--- src/rtl/phy_mgmt_pkg.sv ---
package phy_mgmt_pkg;

    localparam int WORD_W    = 32;
    localparam int ADDR_W    = 5;
    localparam int DATA_W    = 16;
    localparam int PRE_LEN   = 32;
    localparam int HDR_LEN   = 2 + 2 + 2 * ADDR_W;
    localparam int TA_LEN    = 2;
    localparam int FRAME_LEN = PRE_LEN + HDR_LEN + TA_LEN + DATA_W;

    // control word bit positions
    localparam int BIT_WR    = 26;
    localparam int BIT_RD    = 27;
    localparam int BIT_RDY   = 28;
    localparam int BIT_IE    = 29;
    localparam int PHY_LSB   = 21;
    localparam int REG_LSB   = 16;

    typedef enum logic [2:0] {
        ST_IDLE,
        ST_PRE,
        ST_HDR,
        ST_TA,
        ST_DATA
    } mgmt_state_t;

endpackage

--- src/rtl/phy_mgmt_tick.sv ---
module phy_mgmt_tick #(
    parameter int HALF_DIV = 4
) (
    input  logic clk,
    input  logic rst_n,
    input  logic run,
    output logic tick
);
    localparam int CNT_W = (HALF_DIV > 1) ? $clog2(HALF_DIV) : 1;
    localparam logic [CNT_W-1:0] LAST = CNT_W'(HALF_DIV - 1);

    logic [CNT_W-1:0] cnt_q;

    assign tick = run && (cnt_q == LAST);

    always_ff @(posedge clk) begin
        if (!rst_n || !run) begin
            cnt_q <= '0;
        end else if (tick) begin
            cnt_q <= '0;
        end else begin
            cnt_q <= cnt_q + 1'b1;
        end
    end

    assert_cnt_in_range_R8: assert property (@(posedge clk) disable iff (!rst_n)
        cnt_q <= LAST);

endmodule

--- src/rtl/phy_mgmt_frame.sv ---
module phy_mgmt_frame
    import phy_mgmt_pkg::*;
(
    input  logic              clk,
    input  logic              rst_n,
    input  logic              start,
    input  logic              start_rd,
    input  logic [ADDR_W-1:0] phy_addr,
    input  logic [ADDR_W-1:0] reg_addr,
    input  logic [DATA_W-1:0] wdata,
    input  logic              tick,
    input  logic              mdio_i,
    output logic              busy,
    output logic              done,
    output logic [DATA_W-1:0] rdata,
    output logic              mdc,
    output logic              mdio_o,
    output logic              mdio_oe
);
    mgmt_state_t       state_q, state_d;
    logic [4:0]        bit_q;
    logic [HDR_LEN-1:0] hdr_q;
    logic [DATA_W-1:0] data_q;
    logic              rd_q;
    logic              mdc_q;
    logic              fall, rise, leave;

    assign fall  = tick && mdc_q;
    assign rise  = tick && !mdc_q;
    assign leave = (state_d != state_q);

    // next state
    always_comb begin
        state_d = state_q;
        unique case (state_q)
            ST_IDLE: if (start)                                      state_d = ST_PRE;
            ST_PRE:  if (fall && bit_q == 5'(PRE_LEN - 1))           state_d = ST_HDR;
            ST_HDR:  if (fall && bit_q == 5'(HDR_LEN - 1))           state_d = ST_TA;
            ST_TA:   if (fall && bit_q == 5'(TA_LEN - 1))            state_d = ST_DATA;
            ST_DATA: if (fall && bit_q == 5'(DATA_W - 1))            state_d = ST_IDLE;
            default:                                                 state_d = ST_IDLE;
        endcase
    end

    // state register
    always_ff @(posedge clk) begin
        if (!rst_n) state_q <= ST_IDLE;
        else        state_q <= state_d;
    end

    // datapath
    always_ff @(posedge clk) begin
        if (!rst_n) begin
            bit_q  <= '0;
            hdr_q  <= '0;
            data_q <= '0;
            rd_q   <= 1'b0;
            mdc_q  <= 1'b0;
            done   <= 1'b0;
        end else begin
            done <= (state_q == ST_DATA) && (state_d == ST_IDLE);
            if (state_q == ST_IDLE) begin
                mdc_q <= 1'b0;
                bit_q <= '0;
                if (start) begin
                    hdr_q  <= {2'b01, (start_rd ? 2'b10 : 2'b01), phy_addr, reg_addr};
                    data_q <= wdata;
                    rd_q   <= start_rd;
                end
            end else begin
                if (tick) mdc_q <= ~mdc_q;
                if (rise && state_q == ST_DATA && rd_q)
                    data_q <= {data_q[DATA_W-2:0], mdio_i};
                if (fall) begin
                    bit_q <= leave ? '0 : bit_q + 1'b1;
                    if (state_q == ST_HDR)
                        hdr_q <= {hdr_q[HDR_LEN-2:0], 1'b0};
                    if (state_q == ST_DATA && !rd_q)
                        data_q <= {data_q[DATA_W-2:0], 1'b0};
                end
            end
        end
    end

    // outputs
    always_comb begin
        mdio_o  = 1'b1;
        mdio_oe = 1'b0;
        unique case (state_q)
            ST_IDLE: begin
                mdio_o  = 1'b1;
                mdio_oe = 1'b0;
            end
            ST_PRE: begin
                mdio_o  = 1'b1;
                mdio_oe = 1'b1;
            end
            ST_HDR: begin
                mdio_o  = hdr_q[HDR_LEN-1];
                mdio_oe = 1'b1;
            end
            ST_TA: begin
                mdio_o  = (bit_q == 5'd0);
                mdio_oe = !rd_q;
            end
            ST_DATA: begin
                mdio_o  = data_q[DATA_W-1];
                mdio_oe = !rd_q;
            end
            default: begin
                mdio_o  = 1'b1;
                mdio_oe = 1'b0;
            end
        endcase
    end

    assign busy  = (state_q != ST_IDLE);
    assign mdc   = mdc_q;
    assign rdata = data_q;

    assert_mdc_low_idle_R8: assert property (@(posedge clk) disable iff (!rst_n)
        (state_q == ST_IDLE) |-> !mdc_q);

    assert_no_restart_R5: assert property (@(posedge clk) disable iff (!rst_n)
        start |-> (state_q == ST_IDLE));

    assert_done_single_R7: assert property (@(posedge clk) disable iff (!rst_n)
        done |=> !done);

    assert_release_after_hdr_R3: assert property (@(posedge clk) disable iff (!rst_n)
        ($past(state_q) == ST_HDR && state_q == ST_TA && rd_q) |-> !mdio_oe);

endmodule

--- src/rtl/phy_mgmt_ctrl.sv ---
module phy_mgmt_ctrl
    import phy_mgmt_pkg::*;
(
    input  logic              clk,
    input  logic              rst_n,
    input  logic              cfg_we,
    input  logic [WORD_W-1:0] cfg_wdata,
    input  logic              busy,
    input  logic              done,
    input  logic [DATA_W-1:0] rdata,
    output logic [WORD_W-1:0] cfg_rdata,
    output logic              start,
    output logic              start_rd,
    output logic [ADDR_W-1:0] phy_addr,
    output logic [ADDR_W-1:0] reg_addr,
    output logic [DATA_W-1:0] wdata,
    output logic              irq
);
    logic [1:0]        spare_q;
    logic              ie_q, rdy_q, rd_q, wr_q;
    logic [ADDR_W-1:0] phy_q, reg_q;
    logic [DATA_W-1:0] data_q;
    logic              accept, valid_op;

    assign accept   = cfg_we && !busy;
    assign valid_op = cfg_wdata[BIT_RD] ^ cfg_wdata[BIT_WR];
    assign start    = accept && valid_op;
    assign start_rd = cfg_wdata[BIT_RD];
    assign phy_addr = cfg_wdata[PHY_LSB +: ADDR_W];
    assign reg_addr = cfg_wdata[REG_LSB +: ADDR_W];
    assign wdata    = cfg_wdata[DATA_W-1:0];

    always_ff @(posedge clk) begin
        if (!rst_n) begin
            spare_q <= '0;
            ie_q    <= 1'b0;
            rdy_q   <= 1'b1;
            rd_q    <= 1'b0;
            wr_q    <= 1'b0;
            phy_q   <= '0;
            reg_q   <= '0;
            data_q  <= '0;
            irq     <= 1'b0;
        end else if (accept) begin
            spare_q <= cfg_wdata[WORD_W-1:BIT_IE+1];
            ie_q    <= cfg_wdata[BIT_IE];
            rd_q    <= cfg_wdata[BIT_RD];
            wr_q    <= cfg_wdata[BIT_WR];
            phy_q   <= phy_addr;
            reg_q   <= reg_addr;
            data_q  <= wdata;
            rdy_q   <= !valid_op;
            irq     <= !valid_op && cfg_wdata[BIT_IE];
        end else if (done) begin
            rdy_q <= 1'b1;
            irq   <= ie_q;
            if (rd_q) data_q <= rdata;
        end else begin
            irq <= 1'b0;
        end
    end

    assign cfg_rdata = {spare_q, ie_q, rdy_q, rd_q, wr_q, phy_q, reg_q, data_q};

    assert_busy_not_ready_R5: assert property (@(posedge clk) disable iff (!rst_n)
        busy |-> !rdy_q);

    assert_write_ignored_R5: assert property (@(posedge clk) disable iff (!rst_n)
        (busy && cfg_we) |=> ($stable(phy_q) && $stable(reg_q) && $stable(data_q) && $stable(ie_q)));

    assert_done_sets_ready_R4: assert property (@(posedge clk) disable iff (!rst_n)
        (done && !cfg_we) |=> rdy_q);

    assert_irq_needs_ie_R7: assert property (@(posedge clk) disable iff (!rst_n)
        irq |-> ie_q);

endmodule

--- src/rtl/phy_mgmt_engine.sv ---
module phy_mgmt_engine
    import phy_mgmt_pkg::*;
#(
    parameter int HALF_DIV = 4
) (
    input  logic              clk,
    input  logic              rst_n,
    input  logic              cfg_we,
    input  logic [WORD_W-1:0] cfg_wdata,
    output logic [WORD_W-1:0] cfg_rdata,
    output logic              mgmt_irq,
    output logic              mdc,
    output logic              mdio_o,
    output logic              mdio_oe,
    input  logic              mdio_i
);
    logic              busy, done, tick, start, start_rd;
    logic [ADDR_W-1:0] phy_addr, reg_addr;
    logic [DATA_W-1:0] wdata, rdata;

    phy_mgmt_ctrl u_ctrl (
        .clk       (clk),
        .rst_n     (rst_n),
        .cfg_we    (cfg_we),
        .cfg_wdata (cfg_wdata),
        .busy      (busy),
        .done      (done),
        .rdata     (rdata),
        .cfg_rdata (cfg_rdata),
        .start     (start),
        .start_rd  (start_rd),
        .phy_addr  (phy_addr),
        .reg_addr  (reg_addr),
        .wdata     (wdata),
        .irq       (mgmt_irq)
    );

    phy_mgmt_tick #(.HALF_DIV(HALF_DIV)) u_tick (
        .clk   (clk),
        .rst_n (rst_n),
        .run   (busy),
        .tick  (tick)
    );

    phy_mgmt_frame u_frame (
        .clk      (clk),
        .rst_n    (rst_n),
        .start    (start),
        .start_rd (start_rd),
        .phy_addr (phy_addr),
        .reg_addr (reg_addr),
        .wdata    (wdata),
        .tick     (tick),
        .mdio_i   (mdio_i),
        .busy     (busy),
        .done     (done),
        .rdata    (rdata),
        .mdc      (mdc),
        .mdio_o   (mdio_o),
        .mdio_oe  (mdio_oe)
    );

    assert_mdc_only_busy_R6: assert property (@(posedge clk) disable iff (!rst_n)
        $rose(mdc) |-> busy);

endmodule

--- config.mk ---
export PLATFORM = sky130hd
export DESIGN_NAME = phy_mgmt_engine
export DESIGN_NICKNAME = d
export VERILOG_FILES = /design/src/rtl/phy_mgmt_pkg.sv /design/src/rtl/phy_mgmt_tick.sv /design/src/rtl/phy_mgmt_frame.sv /design/src/rtl/phy_mgmt_ctrl.sv /design/src/rtl/phy_mgmt_engine.sv
export SDC_FILE = /design/constraint.sdc
export NUM_CORES = 1
export LEC_CHECK = 0
export BUFFER_PORTS_ARGS = -buffer_cell sky130_fd_sc_hd__buf_2
export CORE_MARGIN = 2
export CORE_UTILIZATION = 60
export DETAILED_ROUTE_END_ITERATION = 12
export PLACE_DENSITY = 0.86
export SYNTH_ARGS = -nofsm -noshare
export SYNTH_HDL_FRONTEND = slang
export SYNTH_HIERARCHICAL = 1
export SYNTH_SLANG_ARGS = --single-unit
--- constraint.sdc ---
create_clock -name clk -period 5.5 [get_ports clk]
set_input_delay 0 -clock clk [delete_from_list [all_inputs] [get_ports clk]]
set_output_delay 0 -clock clk [all_outputs]
set_load 0.01 [all_outputs]
==> results of run 1 <==
path summary, 6_finish.rpt:
| check | start | end | slack, ns | depth (start not counted) |
|---|---|---|---|---|
| hold / removal | cfg_we | u_ctrl/rdy_q | 0.17 | 4 |
| setup / recovery | u_frame/state_q[0] | u_frame/hdr_q[7] | 2.16 | 8 |
| setup reg to reg | u_frame/state_q[0] | u_frame/hdr_q[7] | 2.16 | 8 |
| hold reg to reg | u_ctrl/reg_q[3] | u_ctrl/reg_q[3] | 0.47 | 2 |
sequential cells by signal, summed over array words and instances, names as in the netlist, 2 cells and up:
register and flops:
u_frame/bit_q 5, u_tick/cnt_q 2, u_ctrl/data_q 16, u_frame/state_q 3, u_ctrl/phy_q 5, u_ctrl/spare_q 2
u_ctrl/reg_q 5, u_frame/hdr_q 14, u_frame/rdata 16
cells in the mapped netlist (all sizes together), types with 2 or more instances:
cell type and count:
nand4 2, dfxtp 76, a311oi 10, and3 4, xor2 3, ha 6, and4b 2, a32oi 2
mux2i 4, a21oi 20, and2 3, a21boi 16, a31oi 18, o221ai 14, or2 2, nor2 19
nor3 11, nand2 90, nand3 6, nand2b 2, nor4b 2, a22oi 3, o311a 2, nand4b 2
buf 50, clkbuf 15, inv 21, xnor2 4, nor2b 3, o21ai 3, o31ai 17
final cells by class:
type	count	share of cell area, %
Multi-Input combinational cell	282	40.5
Sequential cell	76	34.9
Timing Repair Buffer	105	15.9
Clock buffer	12	3.56
Tap cell	75	2.15
Inverter	22	1.89
Clock inverter	4	1.09
per-stage QoR:
stage | hold slack, ns | instances | setup WS (ns)
finish | 0.166 | 576 | 2.16
floorplan | 0.135 | 445 | 2.76
global route | 0.215 | 576 | 1.94
detailed placement | 0.247 | 528 | 2.25
global placement | 0.241 | 528 | 2.39
CTS | 0.152 | 576 | 2.25
per-layer routing:
layer / share of wire, % / track usage (%)
met1: 42 / 34.9
met2: 48 / 44.6
met3: 7.4 / 4.97
met4: 2.7 / 11.9
met5: 0 / 0
repair_timing:
item	in CTS	in global routing
endpoints found under the setup margin	0	0
endpoints found under the hold margin	58	0
gates resized for setup	0	0
hold buffers	32	0
kinds of logic after synthesis:
family,count (synthesis)
muxes,4
buffers and inverters,87
AOI/OAI and AO/OA,112
xor gates and xnor gates,7
adders and majority gates,6
and+or+nand+nor,153
DFF,76
critical path: stages (launching register included):
cell and delay, ns:
dfxtp_1 0.46, nor3_1 0.33, inv_2 0.22, nand2b_1 0.21, nor2_1 0.29, or4b_1 0.84
o21ai_2 0.48, nor2_1 0.11, a311oi_1 0.29
power groups by stage:
stage	Clock (uW)	Sequential, uW	Combinational (uW)
after floorplan	0	633	147
after global placement	0	629	187
after global routing	461	625	235
after detailed placement	0	631	193
after CTS	438	618	212
final	428	620	218
==> impl_results.md, run 1 <==
- Synthesized area per cell: between 8 and 9 um^2
- Reg power frac: 49.0%
- Pint: ~920 uW
- Leakage power: 0.00176 uW
- Top cells by area, synth: dfxtp_1 (40%), nand2_1 (8.9%), buf_4 (6.6%), o31ai_1 (3.4%), a31oi_2 (3.3%)
- Clock buffer depth: 2
- Period utilization: between 60% and 70%
- Crit path time final: 3.34 ns
- Ys async rst share: 0%
- Top-area cell type share of the netlist area: approximately two fifths
- Design area: approximately 4400 um^2
- Worst vdd ir: 0.000178 V
- Largest family of logic cells by synthesized area: compound AO/OA/AOI/OAI gates
- Core area: 5990 um^2
- Slew Limit Headroom: between 20% and 30%
- Setup CP Type: flip-flop to flip-flop
- Commonest non-fill, non-tap cells in the layout: nand2_1 (90), dfxtp_1 (76), buf_2 (70)
- Total number of yosys warnings: 6
- Die area: around 7000 um^2
- Clk pin slew, worst setup/hold paths: 0.07 ns
- Filler cells: 409
- Syn Nets: 487
- Vias per cell: 5.93
- Placed cell area: 3840 um^2
- Commonest non-fill, non-tap cell in the layout: nand2_1
- Post-synthesis mux area share: 1.06%
- Xor/xnor share of the synthesized area: 1.62%
- TritonCTS clock tree: yes
- Cell taking the most area after synthesis: dfxtp_1
- Post-synthesis simple-gate area fraction: 18.9%
- Final slew viol count: 0
- Port Buffers: 70
- Adder-cell share of the synthesized area: under 10%
- Die Ht: between 80 and 90 um
- Share of cells above drive strength 1: 21.8%
- H-tree depth: 3
- Drc violations: 0
- RSZ-0062 raised after global routing: false
- Antenna Violating Nets Remaining: 0
- Post-Synthesis Cells: 445
- Post-synth EDFFs: 0
- IO Pins: 72
- Top FF cell, synth: dfxtp_1
- Skew-Pair Late Insertion Delay: 0.34 ns
- Min-delay worst type: input pin to flip-flop
- Drt pass-1 iters: 5
- Largest net degree at the start of global routing: 57
- WP data required: 5.73 ns
- Number of library cell types mapped by synthesis: 57
- Post-synthesis instance area: roughly 3800 um^2
- Fin nets: roughly 540
- ANT cells: 0
- Status: complete, no violations
- DPL Wire Length: 5550 um
- Synthesized flop and latch total: 76
- Setup Skew: 0.00494 ns
- Core Util, Final: 72.8%
- Compound-gate portion of the synthesized area: 22.9%
- Sequential area share after synthesis: about two fifths
- Final Hold Violating Endpoints: 0
- Sw frac: 27.7%
- CP endpoint kind: flip-flop
- First-pass GRT wire length: 15500 um
- Initial antenna violation count: 0
- Layout overhead on the synthesized area: 15.4%
- GP Congestion: 0.832
- Count of final setup violators: 0
- Setup TNS: 0 ns
- Tot GR Track Use: 27.2%
- Total power: 1270 uW
- Initial core utilization: between 60% and 70%
- Reg area: 1520 um^2
- Worst-Margin Slew: 1.12 ns
- Logic pwr share: 17.2%
- WL per Instance: 16.4 um
- Rows: 28
- Total CTS buffers: 9
- Sw Pwr: 350 uW
- Fmax: approximately 0.30 GHz
- Chip width: roughly 83 um
- Drt total wl: 9440 um
- Number of post-CTS setup repair buffers: 0
- Via count: ~3400
- Number of max-cap violations: 0
- Clock sinks: 76
- CP arrival: 3.57 ns
- GRT overflow: 0
- Root Driver: clkbuf_8
- Area of the multi-input gates: 1770 um^2
- Worst setup SP type: flip-flop
- CP max FO: 21
- Vias in the first global route: roughly 3200
- Pwr/cell area: 290 nW/um^2
- Clock Power Share: 33.8%
- Iteration-0 DRC Markers: between 300 and 400
Note: power is estimated with default switching activity, not from simulation.
==> inputs of run 2 (changes only) <==
--- a/config.mk
+++ b/config.mk
@@ -7,9 +7,9 @@
 export LEC_CHECK = 0
 export BUFFER_PORTS_ARGS = -buffer_cell sky130_fd_sc_hd__buf_2
 export CORE_MARGIN = 2
-export CORE_UTILIZATION = 60
+export CORE_UTILIZATION = 50
 export DETAILED_ROUTE_END_ITERATION = 12
-export PLACE_DENSITY = 0.86
+export PLACE_DENSITY = 0.77
 export SYNTH_ARGS = -nofsm -noshare
 export SYNTH_HDL_FRONTEND = slang
 export SYNTH_HIERARCHICAL = 1
==> constraint.sdc (replaced) <==
create_clock -name clk -period 2.9 [get_ports clk]
set_input_delay 0 -clock clk [delete_from_list [all_inputs] [get_ports clk]]
set_output_delay 0 -clock clk [all_outputs]
set_load 0.01 [all_outputs]
==> run 2 against run 1 <==
Non-clock buffer count rose by 9. Flip-flop and latch count did not move. Clock skew rose by 0.0055 ns. Utilization fell by 11 points. Combinational power rose by 94%. Critical endpoint unchanged. Critical path depth did not move. Largest power group unchanged.
==> impl_results.md, run 2 (synthesis gave the netlist of run 1 again) <==
- Setup CP Type: flip-flop to flip-flop (unchanged)
- Count of final setup violators: 0 (unchanged)
- CP endpoint kind: flip-flop (unchanged)
- Crit path time final: 2.55 ns (was 3.34 ns)
- PostCTS Resize Cnt: 0 (unchanged)
- Skew-Pair Late Insertion Delay: 0.35 ns (was 0.34 ns)
- FF-to-FF path depth: 8 (unchanged)
- Chip width: 90.9 um (was 83.4 um)
- Via count: 3342 (was 3415)
- Placed cell area: 3940 um^2 (was 3840 um^2)
- Vias in the first global route: 3184 (was 3212)
- Clock Power Share: 35.6% (was 33.8%)
- CP max FO: 21 (unchanged)
- Slack of the worst reg-to-reg path: 0.35 ns (was 2.16 ns)
- Final Hold Violating Endpoints: 0 (unchanged)
- Total power: 2470 uW (was 1270 uW)
- WP data required: 3.15 ns (was 5.73 ns)
- ANT cells: 0 (unchanged)
- Iteration-0 DRC Markers: 200 (was 347)
- Worst vdd ir: 0.000254 V (was 0.000178 V)
- GP Congestion: 0.848 (was 0.832)
- Initial antenna violation count: 0 (unchanged)
- Initial core utilization: 51.8% (was 63.1%)
- Area of the multi-input gates: 1770 um^2 (unchanged)
- Design area: 4470 um^2 (was 4360 um^2)
- Setup Skew: 0.0104 ns (was 0.00494 ns)
- Hold_ws: 0.131 ns (was 0.166 ns)
- Leakage power: 0.00181 uW (was 0.00176 uW)
- Tot GR Track Use: 22.5% (was 27.2%)
- Hold path depth: 2 (was 4)
- Final slew viol count: 0 (unchanged)
- Worst-Margin Slew: 0.807 ns (was 1.12 ns)
- Logic pwr share: 17.1% (was 17.2%)
- CP max stage cell: or4b_1 (unchanged)
- Filler cells: 636 (was 409)
- Sw frac: 27.8% (was 27.7%)
- Port Buffers: 70 (unchanged)
- Clock buffer depth: 2 (unchanged)
- Commonest non-fill, non-tap cells in the layout: nand2_1 (90), dfxtp_1 (76), buf_2 (70) (unchanged)
- Share of cells above drive strength 1: 23.2% (was 21.8%)
- Sw Pwr: 688 uW (was 350 uW)
- Antenna Violating Nets Remaining: 0 (unchanged)
- Root Driver: clkbuf_8 (unchanged)
- H-tree depth: 3 (unchanged)
- Slew Limit Headroom: 46.2% (was 25.1%)
- WL per Instance: 15.0 um (was 16.4 um)
- Clk pin slew, worst setup/hold paths: 0.08 ns (was 0.07 ns)
- First-pass GRT wire length: 15200 um (was 15500 um)
- Largest net degree at the start of global routing: 50 (was 57)
- Crit-path cells: nor3_1 > inv_2 > nand2b_1 > nor2_1 > or4b_1 > o21ai_2 > nor2_1 > a311oi_1 (unchanged)
- Clock sinks: 76 (unchanged)
- IO Pins: 72 (unchanged)
- Number of post-CTS setup repair buffers: 0 (unchanged)
- Vias per cell: 5.50 (was 5.93)
- Commonest non-fill, non-tap cell in the layout: nand2_1 (unchanged)
- Drc violations: 0 (unchanged)
- Pint: 1780 uW (was 915 uW)
- Min-delay worst type: input pin to flip-flop (unchanged)
- Rows: 31 (was 28)
- Setup TNS: 0 ns (unchanged)
- Pwr/cell area: 553 nW/um^2 (was 290 nW/um^2)
- Die Ht: 90.9 um (was 83.4 um)
- Drt pass-1 iters: 4 (was 5)
- Period utilization: 88.1% (was 60.7%)
- TritonCTS clock tree: yes (unchanged)
- Layout overhead on the synthesized area: 18.2% (was 15.4%)
- Drt total wl: 9130 um (was 9440 um)
- Number of max-cap violations: 0 (unchanged)
- GRT overflow: 0 (unchanged)
- Die area: 8270 um^2 (was 6950 um^2)
- Fin nets: 547 (was 538)
- Total CTS buffers: 9 (unchanged)
- Fmax: 0.391 GHz (was 0.300 GHz)
- Most used cell, CP: nor2_1 (unchanged)
- RSZ-0062 raised after global routing: false (unchanged)
- DPL Wire Length: 5590 um (was 5550 um)
- Status: complete, no violations (unchanged)
- CP peak stage delay: 0.58 ns (was 0.84 ns)
- Core area: 7290 um^2 (was 5990 um^2)
- Worst setup SP type: flip-flop (unchanged)
- Reg power frac: 47.3% (was 49.0%)
- Reg area: 1520 um^2 (unchanged)
- CP arrival: 2.81 ns (was 3.57 ns)
-- run 2: final cells by class --
class	instances	share of cell area, %
flip-flops and latches	76	34.0
clock inverters	6	2.02
clock buffers	9	2.77
inverters	22	1.85
well taps	99	2.77
multi-input cells	282	39.5
repair buffers	114	17.0
-- run 2: worst max-delay path, delay by kind of cell (launching register included) --
| family | cells | cell delay, ns |
|---|---|---|
| AOI/OAI and AO/OA | 2 | 0.64 |
| buffers and inverters | 1 | 0.06 |
| DFF | 1 | 0.32 |
| and+or+nand+nor | 5 | 1.44 |
-- run 2: per-stage QoR --
step	instances	utilization [%]	setup WS, ns
after global routing	608	61.3	0.138
after global placement	561	54.0	0.537
after floorplan	445	-	0.158
after detailed placement	561	54.0	0.386
after CTS	608	61.3	0.361
final	608	61.3	0.345
-- run 2: path summary, 6_finish.rpt --
check                          end          startpoint
hold / removal        u_ctrl/rdy_q               rst_n
setup / recovery  u_frame/hdr_q[7]  u_frame/state_q[2]
setup reg to reg  u_frame/hdr_q[7]  u_frame/state_q[2]
hold reg to reg    u_ctrl/reg_q[3]     u_ctrl/reg_q[3]
-- run 2: power groups by stage --
| stage | logic [uW] | registers (uW) | clock network [uW] |
|---|---|---|---|
| global route | 467 | 1180 | 931 |
| CTS | 418 | 1170 | 893 |
| finish | 423 | 1170 | 879 |
| global placement | 371 | 1190 | 0 |
| floorplan | 278 | 1200 | 0 |
| detailed placement | 382 | 1190 | 0 |
-- run 2: routing by layer --
metal | GRT usage (%) | part of all wire [%] | vias up
li1 | - | - | 1652
met1 | 29.9 | 47 | 1586
met2 | 35.7 | 47 | 93
met3 | 5.06 | 4.5 | 11
met4 | 8.46 | 1.7 | 0
met5 | 0 | 0 | -
-- run 2: repair_timing --
item	in CTS	in global routing
endpoints found under the setup margin	0	0
hold endpoints to repair	56	0
hold buffers	32	0
==> inputs of run 3 (changes only) <==
--- a/config.mk
+++ b/config.mk
@@ -6,11 +6,11 @@
 export NUM_CORES = 1
 export LEC_CHECK = 0
 export BUFFER_PORTS_ARGS = -buffer_cell sky130_fd_sc_hd__buf_2
+export CAP_MARGIN = 20
 export CORE_MARGIN = 2
-export CORE_UTILIZATION = 50
+export CORE_UTILIZATION = 49
 export DETAILED_ROUTE_END_ITERATION = 12
 export PLACE_DENSITY = 0.77
 export SYNTH_ARGS = -nofsm -noshare
 export SYNTH_HDL_FRONTEND = slang
-export SYNTH_HIERARCHICAL = 1
 export SYNTH_SLANG_ARGS = --single-unit
==> run 3 against run 2 <==
Global-route usage decreased by 0.59 points. Final cell count decreased by 1.3%. First-iteration DRC count decreased by 25%. Maximum frequency increased by 9.4%. Utilization increased by 1.4 points. Setup slack improved by 0.22 ns. Register-to-register slack improved by 0.22 ns. Clock power decreased by 17%. Flip-flop and latch count unchanged. Synthesized area decreased by 8.6%. Design area decreased by 4.7%. Critical path type unchanged. Highest routed layer unchanged.
==> impl_results.md, run 3 <==
- Drt total wl: 8240 um (was 9130 um)
- Vias per cell: 5.31 (was 5.50)
- Clock buffer depth: 2 (unchanged)
- Clock sinks: 76 (unchanged)
- Rows: 30 (was 31)
- Setup TNS: 0 ns (unchanged)
- WL per Instance: 13.7 um (was 15.0 um)
- Top FF cell, synth: dfxtp_1 (unchanged)
- Synthesized area per cell: 8.25 um^2 (was 8.49 um^2)
- CP peak stage delay: 0.76 ns (was 0.58 ns)
- Commonest cells in the netlist: nand2_1 (109), dfxtp_1 (76), a21boi_0 (29) (was nand2_1 (90), dfxtp_1 (76), buf_4 (33))
- Worst vdd ir: 0.000250 V (was 0.000254 V)
- Post-synth EDFFs: 0 (unchanged)
- Die Ht: 88.0 um (was 90.9 um)
- Crit path time final: 2.33 ns (was 2.55 ns)
- Antenna Violating Nets Remaining: 0 (unchanged)
- GP Congestion: 0.833 (was 0.848)
- GRT overflow: 0 (unchanged)
- CP max FO: 22 (was 21)
- Commonest non-fill, non-tap cell in the layout: nand2_1 (unchanged)
- Setup Skew: 0.00744 ns (was 0.0104 ns)
- TritonCTS clock tree: yes (unchanged)
- Period utilization: 80.5% (was 88.1%)
- Drt pass-1 iters: 5 (was 4)
- Fmax: 0.428 GHz (was 0.391 GHz)
- Syn Nets: 461 (was 487)
- Cell taking the most area after synthesis: dfxtp_1 (unchanged)
- Crit-path cells: or4b_1 > nor2_4 > or2_2 > nor2_1 > a311oi_1 (was nor3_1 > inv_2 > nand2b_1 > nor2_1 > or4b_1 > o21ai_2 > nor2_1 > a311oi_1)
- CP endpoint kind: flip-flop (unchanged)
- Layout overhead on the synthesized area: 23.3% (was 18.2%)
- Vias in the first global route: 2899 (was 3184)
- Design area: 4260 um^2 (was 4470 um^2)
- Post-Synthesis Cells: 419 (was 445)
- Total CTS buffers: 9 (unchanged)
- WP data required: 3.14 ns (was 3.15 ns)
- DPL Wire Length: 5370 um (was 5590 um)
- Initial antenna violation count: 0 (unchanged)
- Min-delay worst type: input pin to flip-flop (unchanged)
- Commonest non-fill, non-tap cells in the layout: nand2_1 (109), dfxtp_1 (76), buf_2 (70) (was nand2_1 (90), dfxtp_1 (76), buf_2 (70))
- Placed cell area: 3810 um^2 (was 3940 um^2)
- Tot GR Track Use: 21.9% (was 22.5%)
- Worst setup SP type: flip-flop (unchanged)
- Final slew viol count: 0 (unchanged)
- Top-area cell type share of the netlist area: 44.0% (was 40.3%)
- Pwr/cell area: 524 nW/um^2 (was 553 nW/um^2)
- Sequential area share after synthesis: 44.0% (was 40.3%)
- RSZ-0062 raised after global routing: false (unchanged)
- Cell with the most instances after synthesis: nand2_1 (unchanged)
- Initial core utilization: 50.9% (was 51.8%)
- Worst-Margin Slew: 0.853 ns (was 0.807 ns)
- ANT cells: 0 (unchanged)
- Status: complete, no violations (unchanged)
- Root Driver: clkbuf_8 (unchanged)
- FF-to-FF path depth: 5 (was 8)
- IO Pins: 72 (unchanged)
- Slew Limit Headroom: 43.1% (was 46.2%)
- Count of final setup violators: 0 (unchanged)
- Port Buffers: 70 (unchanged)
- Share of cells above drive strength 1: 18.7% (was 23.2%)
- First-pass GRT wire length: 13400 um (was 15200 um)
- Core area: 6790 um^2 (was 7290 um^2)
- Synthesized flop and latch total: 76 (unchanged)
- Number of max-cap violations: 0 (unchanged)
- Chip width: 88.0 um (was 90.9 um)
- Post-synthesis instance area: 3460 um^2 (was 3780 um^2)
- Fin nets: 542 (was 547)
- Hold_ws: 0.0180 ns (was 0.131 ns)
- CP max stage cell: or4b_1 (unchanged)
- Leakage power: 0.00185 uW (was 0.00181 uW)
- H-tree depth: 3 (unchanged)
- Via count: 3184 (was 3342)
- Top cells by area, synth: dfxtp_1 (44%), nand2_1 (12%), a21boi_0 (6.3%), o211a_1 (4.9%), a22oi_1 (3.9%) (was dfxtp_1 (40%), nand2_1 (8.9%), buf_4 (6.6%), o31ai_1 (3.4%), a31oi_2 (3.3%))
- Hold path depth: 3 (was 2)
- Die area: 7740 um^2 (was 8270 um^2)
- Ys async rst share: 0% (unchanged)
- Iteration-0 DRC Markers: 151 (was 200)
- Skew-Pair Late Insertion Delay: 0.34 ns (was 0.35 ns)
- Setup CP Type: flip-flop to flip-flop (unchanged)
- CP arrival: 2.57 ns (was 2.81 ns)
- Number of library cell types mapped by synthesis: 41 (was 57)
- Total number of yosys warnings: 0 (was 6)
- Drc violations: 0 (unchanged)
- Final Hold Violating Endpoints: 0 (unchanged)
- Largest net degree at the start of global routing: 33 (was 50)
- Clk pin slew, worst setup/hold paths: 0.07 ns (was 0.08 ns)
[run 3: routing by layer]
metal	vias up	global-route usage, %	wire, um
met3	10	3.49	344
met2	82	34.8	3810
met1	1478	29.5	3970
li1	1614	-	-
met4	0	9.65	106
met5	-	0	0
[run 3: critical path, delay by kind of cell (launching register included)]
family          cells  cell delay, ns
flops               1            0.48
simple gates        4            1.49
compound gates      1            0.27
[run 3: repair_timing]
item                                   CTS  global route
hold buffers                            27             0
setup endpoints to repair                0             0
gates resized for setup                  0             0
endpoints found under the hold margin   40             0
buffers inserted                         0             0
[run 3: cells by family after synthesis]
family / count (synthesis) / synth area share [%]
flip-flops: 76 / 44.0
AO/OA/AOI/OAI: 98 / 22.0
XOR/XNOR: 5 / 1.27
buffers and inverters: 42 / 5.68
adder cells (fa/ha/maj): 6 / 2.17
AND/OR/NAND/NOR: 192 / 24.8
[run 3: area by class of cell]
cell class | count | area [um^2]
timing repair buffer | 106 | 688
clock buffer | 14 | 163
inverter | 6 | 22.5
sequential | 76 | 1520
multi-input combinational | 301 | 1740
tap | 96 | 120
clock inverter | 1 | 7.51
fill | 603 | 2530
[run 3: final timing paths]
check | from | endpoint | slack (ns)
setup / recovery | u_frame.state_q[0] | u_frame.hdr_q[2] | 0.57
hold / removal | cfg_wdata[12] | u_frame.rdata[12] | 0.02
setup reg to reg | u_frame.state_q[0] | u_frame.hdr_q[2] | 0.57
hold reg to reg | u_tick.cnt_q[0] | u_tick.cnt_q[0] | 0.43
[run 3: where the power goes]
group / internal (uW) / leakage (uW) / switching [uW]
Clock: 355 / 0.0000828 / 372
Combinational: 154 / 0.00114 / 197
Sequential: 1110 / 0.000623 / 43.8
Total: 1620 / 0.00185 / 613
[run 3: metrics by stage]
stage	setup slack, ns	utilization, %	total power (uW)	cells
floorplan	1.17	-	1390	419
global placement	0.559	56.1	1490	557
detailed placement	0.460	56.1	1500	557
CTS	0.406	62.6	2240	599
global route	0.385	62.7	2340	600
finish	0.566	62.7	2230	600
